**config.mk**
```make
export PLATFORM = sky130hd
export DESIGN_NAME = cap4_seq
export DESIGN_NICKNAME = d
export VERILOG_FILES = /design/src/rtl/cap4_seq.sv
export SDC_FILE = /design/constraint.sdc
export NUM_CORES = 1
export LEC_CHECK = 0
export BUFFER_PORTS_ARGS = -buffer_cell sky130_fd_sc_hd__buf_2
export CAP_MARGIN = 10
export CORE_MARGIN = 2
export CORE_UTILIZATION = 48
export DETAILED_ROUTE_END_ITERATION = 10
export PLACE_DENSITY = 0.86
export SYNTH_ARGS = -nofsm -noshare
export SYNTH_HDL_FRONTEND = slang
export SYNTH_SLANG_ARGS = --single-unit
```
**constraint.sdc**
```tcl
create_clock -name clk -period 4.02 [get_ports clk]
set_input_delay 0.804 -clock clk [delete_from_list [all_inputs] [get_ports clk]]
set_output_delay 0.804 -clock clk [all_outputs]
set_load 0.05 [all_outputs]
```
**src/rtl/cap4_seq.sv**
```systemverilog
module cap4_seq #(
  parameter int CW    = 24,
  parameter int NLINE = 8,
  localparam int SW   = $clog2(NLINE)
) (
  input  logic          clk,
  input  logic          rst_n,
  input  logic          arm,
  input  logic          disarm,
  input  logic [3:0]    flag_clr,
  input  logic          invert,
  input  logic          tmr_sel,
  input  logic [SW-1:0] line_sel,
  input  logic [NLINE-1:0] lines,
  input  logic [CW-1:0] cnt_a,
  input  logic [CW-1:0] cnt_b,
  output logic          busy,
  output logic [CW-1:0] stamp0,
  output logic [CW-1:0] stamp1,
  output logic [CW-1:0] stamp2,
  output logic [CW-1:0] stamp3,
  output logic [3:0]    ready
);

  logic [2:0]    sync;
  logic [1:0]    step;
  logic [CW-1:0] st [4];

  wire          picked = lines[line_sel] ^ invert;
  wire          rise   = sync[1] & ~sync[2];
  wire          fall   = ~sync[1] & sync[2];
  wire          hit    = busy & ~arm & ~disarm & (step[0] ? fall : rise);
  wire [3:0]    hitv   = hit ? (4'b0001 << step) : 4'b0000;
  wire [CW-1:0] now    = tmr_sel ? cnt_b : cnt_a;

  always_ff @(posedge clk) begin
    if (!rst_n) begin
      sync  <= '0;
      step  <= '0;
      busy  <= 1'b0;
      ready <= '0;
      for (int i = 0; i < 4; i++) st[i] <= '0;
    end else begin
      sync <= {sync[1:0], picked};
      if (arm) begin
        busy  <= 1'b1;
        step  <= '0;
        ready <= '0;
      end else begin
        ready <= (ready & ~flag_clr) | hitv;
        if (disarm) begin
          busy <= 1'b0;
          step <= '0;
        end else if (hit) begin
          st[step] <= now;
          step     <= step + 2'd1;
          if (step == 2'd3) busy <= 1'b0;
        end
      end
    end
  end

  assign stamp0 = st[0];
  assign stamp1 = st[1];
  assign stamp2 = st[2];
  assign stamp3 = st[3];

endmodule


```
### Yosys cells after proc, flatten, opt, wreduce, memory -nomap -nowiden

Memory sizes are Yosys's and may differ from the RTL's.
Index checks and enable logic that the tools add are counted.

| word-level totals | value |
|---|---|
| logic and storage cells | 47 |
| memories | 1 |
| bits in writable memories | 96 |
| register bits after elaboration | 10 |
| ROM bits | 0 |
| bits of input ports | 69 |
| bits in latches | 0 |
| output and inout bits | 101 |

Memory list:

| name | depth | width | rd ports | clocked after Yosys merged registers in | write ports | line | source |
|---|---|---|---|---|---|---|---|
| st | 4 | 24 | 4 | 0 | 4 | 27 | `logic [CW-1:0] st [4];` |

| cells by class | value |
|---|---|
| equality and inequality tests | 1 |
| shift operators | 1 |
| bitwise gates (word level) | 14 |
| $mul | 0 |
| reduce and logical (&&, ||, !) cells | 6 |
| div/mod/pow operators | 0 |
| multiplexer cells | 18 |
| magnitude comparators | 1 |
| add/subtract/negate cells | 1 |

Operators by type and width:

| operator | number |
|---|---|
| two-way mux 24 bit | 2 |
| OR reduction 24 bit | 1 |
| two-way mux 1 bit | 13 |
| nonzero test 3 bit | 2 |
| bitwise AND 1 bit | 5 |
| NOT 1 bit | 5 |
| bitwise AND 4 bit | 1 |
| less-than comparator 3 x 4 -> 1 bit (second input constant) | 1 |
| two-way mux 4 bit | 1 |
| NOT 4 bit | 1 |
| OR 4 bit | 1 |
| left shift 1 x 2 -> 4 bit (first input constant) | 1 |
| binary-select mux 1 bit (select 3 bit) | 1 |
| OR reduction 3 bit | 1 |
| adder 2 x 1 -> 2 bit (second input constant) | 1 |
| equality test 2 bit (second input constant) | 1 |
| two-way mux 2 bit | 1 |
| AND reduction 2 bit | 1 |
| OR reduction 2 bit | 1 |
| XOR 1 bit | 1 |

### Depth between registers and ports, before layout

| logic depth | value |
|---|---|
| word-level depth | 11 |
| mapped depth | 7 |
| mapped depth without buffers | 4 |

### Least setup slack after synthesis

OpenSTA, ideal clock, no wires.

| timing path | value |
|---|---|
| path type | input to register |
| start point | input arm |
| end point | memory st[3][0], enable pin |
| slack | 415 ps |
| setup time | 442 ps |
| data required time | 3578 ps |
| stages | 2 |
| data arrival time | 3163 ps |
| cells stage by stage | or3b_2 > o31ai_1 |

RTL lines:

| element | line | source |
|---|---|---|
| from (decl) | 8 | `input logic arm,` |
| to (decl) | 27 |  |

==> impl_metrics.py <==
metrics = {
    "clock_tree": {
        "cts_tree": "done",
        "insertion_delay_ps": 360,
        "postCtsHoldBufs": 0,
        "cts_setup_buffers": 0,
        "htree_levels": 3,
        "clk_pin_slew_ps": 90,
        "cts_buffers": 9,
        "root_buffer": "clkbuf_8",
        "clockBufferDepth": 2,
        "cts.sinks": 106,
        "cts-resized-gates": 0,
    },
    "floorplanning": {
        "fp.dieArea_mm2": 0.00962,
        "core-area_mm2": 0.00864,
        "row_count": 34,
        "start_util_pct": 49.2,
        "die_w_um": 98.1,
        "die_h_um": 98.1,
        "ios": 170,
    },
    "logic_synthesis": {
        "async_flop_share_pct": 0,
        "synthAdderAreaFrac_pct": 1.18,
        "syn_inst": 297,
        "syn_area_per_cell_um2": 14.3,
        "ys_seq_area_share_pct": 72.6,
        "synth_flop_cell": "edfxtp_1",
        "synth_area_mm2": 0.00425,
        "synth_xor_area_share_pct": 0.206,
        "synth_seq_cells": 106,
        "synth_compound_area_share_pct": 1.53,
        "synth_top_family_by_area": "simple AND/OR/NAND/NOR gates",
        "synth_mux_area_share_pct": 7.36,
        "synth_warnings": 0,
        "ys_types": 33,
        "synth-edff-count": 96,
        "syn_nets": 370,
        "synth-simple-area-share_pct": 14.5,
    },
    "route": {
        "wirelength_mm": 9.67,
        "drtPass1Iterations": 4,
        "antenna_left": 0,
        "drtIter0Drc": 120,
        "routedWlPerCell_um": 16.7,
        "viasPerCell": 5.06,
        "drcViolationCount": 0,
        "vias": 2926,
    },
    "placement": {
        "port_buffers": 169,
        "gp_congestion": 0.752,
        "dp_worst_setup_slack_ps": 1140,
        "dp_hpwl_mm": 6.86,
        "placed_cells": 562,
    },
    "grt": {
        "grt_max_degree": 25,
        "track_usage_pct": 20.2,
        "grt_antenna_before_repair": 0,
        "first_global_vias": 2929,
        "grt-ovfl-total": 0,
        "grt_pass1_wl_mm": 14.9,
    },
    "critical_path": {
        "crit_path_end_kind": "flip-flop",
        "crit_buf_inv": 1,
        "crit_arrival_ps": 2460,
        "worst_setup_path_start_kind": "input pin",
        "crit_family": "simple AND/OR/NAND/NOR gates",
        "crit_fanout": 24,
        "path_cells": "buf_2 -> nor3b_1 -> o21a_2 -> nand3_1 -> nand2_1",
        "required_ps": 3990,
        "critPathMaxStageDelay_ps": 770,
        "path_class": "input pin to flip-flop",
        "slowest_stage": "nand2_1",
    },
    "timing": {
        "fin_crit_sh_pct": 61.8,
        "slew_headroom_pct": 31.2,
        "fin_crit_ps": 2480,
        "hold_viol": 0,
        "rsz0062_at_grt": "false",
        "fin_hold_ws_ps": 442,
        "layout_setup_ws_ps": 1540,
        "setup_viol": 0,
        "clock_skew_ps": 8.29,
        "finalSetupTns_ps": 0,
        "slew_viol_final": 0,
        "fmax_ghz": 0.403,
        "worstMarginPinSlew_ps": 1030,
    },
    "layout": {
        "fillerInstances": 715,
        "syn_to_final_growth_pct": 25.4,
        "drive_gt1_share_pct": 45.7,
        "antenna_cells": 0,
        "fin_nets": 538,
        "final_cells": 578,
    },
    "status": {
        "status": "finished, final reports clean",
    },
    "power_and_ir_drop": {
        "p_per_area_mw_per_mm2": 389,
        "p_leak_nw": 2.42,
        "vdd_drop_max_mv": 0.173,
    },
    "hold_path": {
        "hp-class": "flip-flop to flip-flop",
    },
    "run": {
        "maxCapViolCount": 0,
    },
}
state kept, by name (all words and copies together) (netlist names):
signal,count
st,96
sync,3
ready,4
busy,1
step,2
metrics by stage:
stage / util (%) / area (um^2) / power (mW)
2_1_floorplan: - / 4250 / 1.45
3_3_place_gp: 59.8 / 5160 / 1.53
3_5_place_dp: 59.8 / 5160 / 1.54
4_1_cts: 61.7 / 5330 / 2.09
5_1_grt: 61.7 / 5330 / 2.14
6_report: 61.7 / 5330 / 2.07
worst reg2reg max path, cell delays in order (launching register included):
cell,delay (ps)
dfxtp_1,550
and3b_1,230
o21a_2,330
nand3_1,120
nand2_1,770
cell usage after synthesis (3+ instances only):
library cell  number  area share, %
nand2_1            4           0.35
dfxtp_1           10            4.7
mux2i_1           29            6.8
nor2b_1            5           0.74
buf_4              3           0.53
ha_1               4            1.2
nand3_1            3           0.35
edfxtp_1          96             68
nor2_1            81            7.2
and2_1             3           0.44
a21oi_1            5           0.59
buf_6              3           0.80
inv_1              3           0.27
nor2_2            20            2.9
buf_2              7           0.82
report_power, final:
group	switching (mW)	total (mW)	internal [mW]
sequential	0.0123	1.24	1.23
combinational	0.199	0.268	0.0682
clock	0.344	0.564	0.221
total	0.555	2.07	1.52
area by class of cell:
cell class / count / area (um^2) / area share, %
Tap cell: 108 / 135 / 2.54
Timing Repair Buffer: 172 / 868 / 16.3
Sequential cell: 106 / 3080 / 57.9
Inverter: 3 / 11.3 / 0.211
Clock inverter: 6 / 33.8 / 0.634
Multi-Input combinational cell: 173 / 1070 / 20.0
Clock buffer: 10 / 128 / 2.40
final timing paths:
kind	from	end	slack [ps]	cells past startpoint
min	sync[0]	sync[1]	440	1
max	disarm	st[2][20]	1540	5
min reg2reg	sync[0]	sync[1]	440	1
max reg2reg	step[0]	st[2][20]	1640	4
cells in the final DEF, fill, tap and decap left out, drive strengths merged, types with 3 or more instances in the layout:
cell / netlist / final
nand3: 4 / 4
and2: 3 / 3
mux2i: 29 / 29
edfxtp: 96 / 96
inv: 3 / 3
nor2: 101 / 101
dfxtp: 10 / 10
ha: 4 / 4
clkinv: 0 / 4
buf: 13 / 172
a21oi: 5 / 5
clkbuf: 2 / 10
nor2b: 5 / 5
nand2: 5 / 5
cell families (layout without fill, tap and decap cells):
| kind of cell | Yosys count | in the layout |
|---|---|---|
| XOR/XNOR | 1 | 1 |
| AND/OR/NAND/NOR | 127 | 127 |
| AO/OA/AOI/OAI | 11 | 11 |
| multiplexers | 30 | 30 |
| buffers and inverters | 18 | 191 |
| adder cells (fa/ha/maj) | 4 | 4 |
| flip-flops | 106 | 106 |
per-layer routing:
metal	up-vias	share of wire, %	GRT usage [%]
met5	-	0	0
met4	0	0.45	5.77
li1	1376	-	-
met1	1420	40	25.0
met3	4	8.1	5.65
met2	126	52	34.7
(Power assumes the default switching activity.)
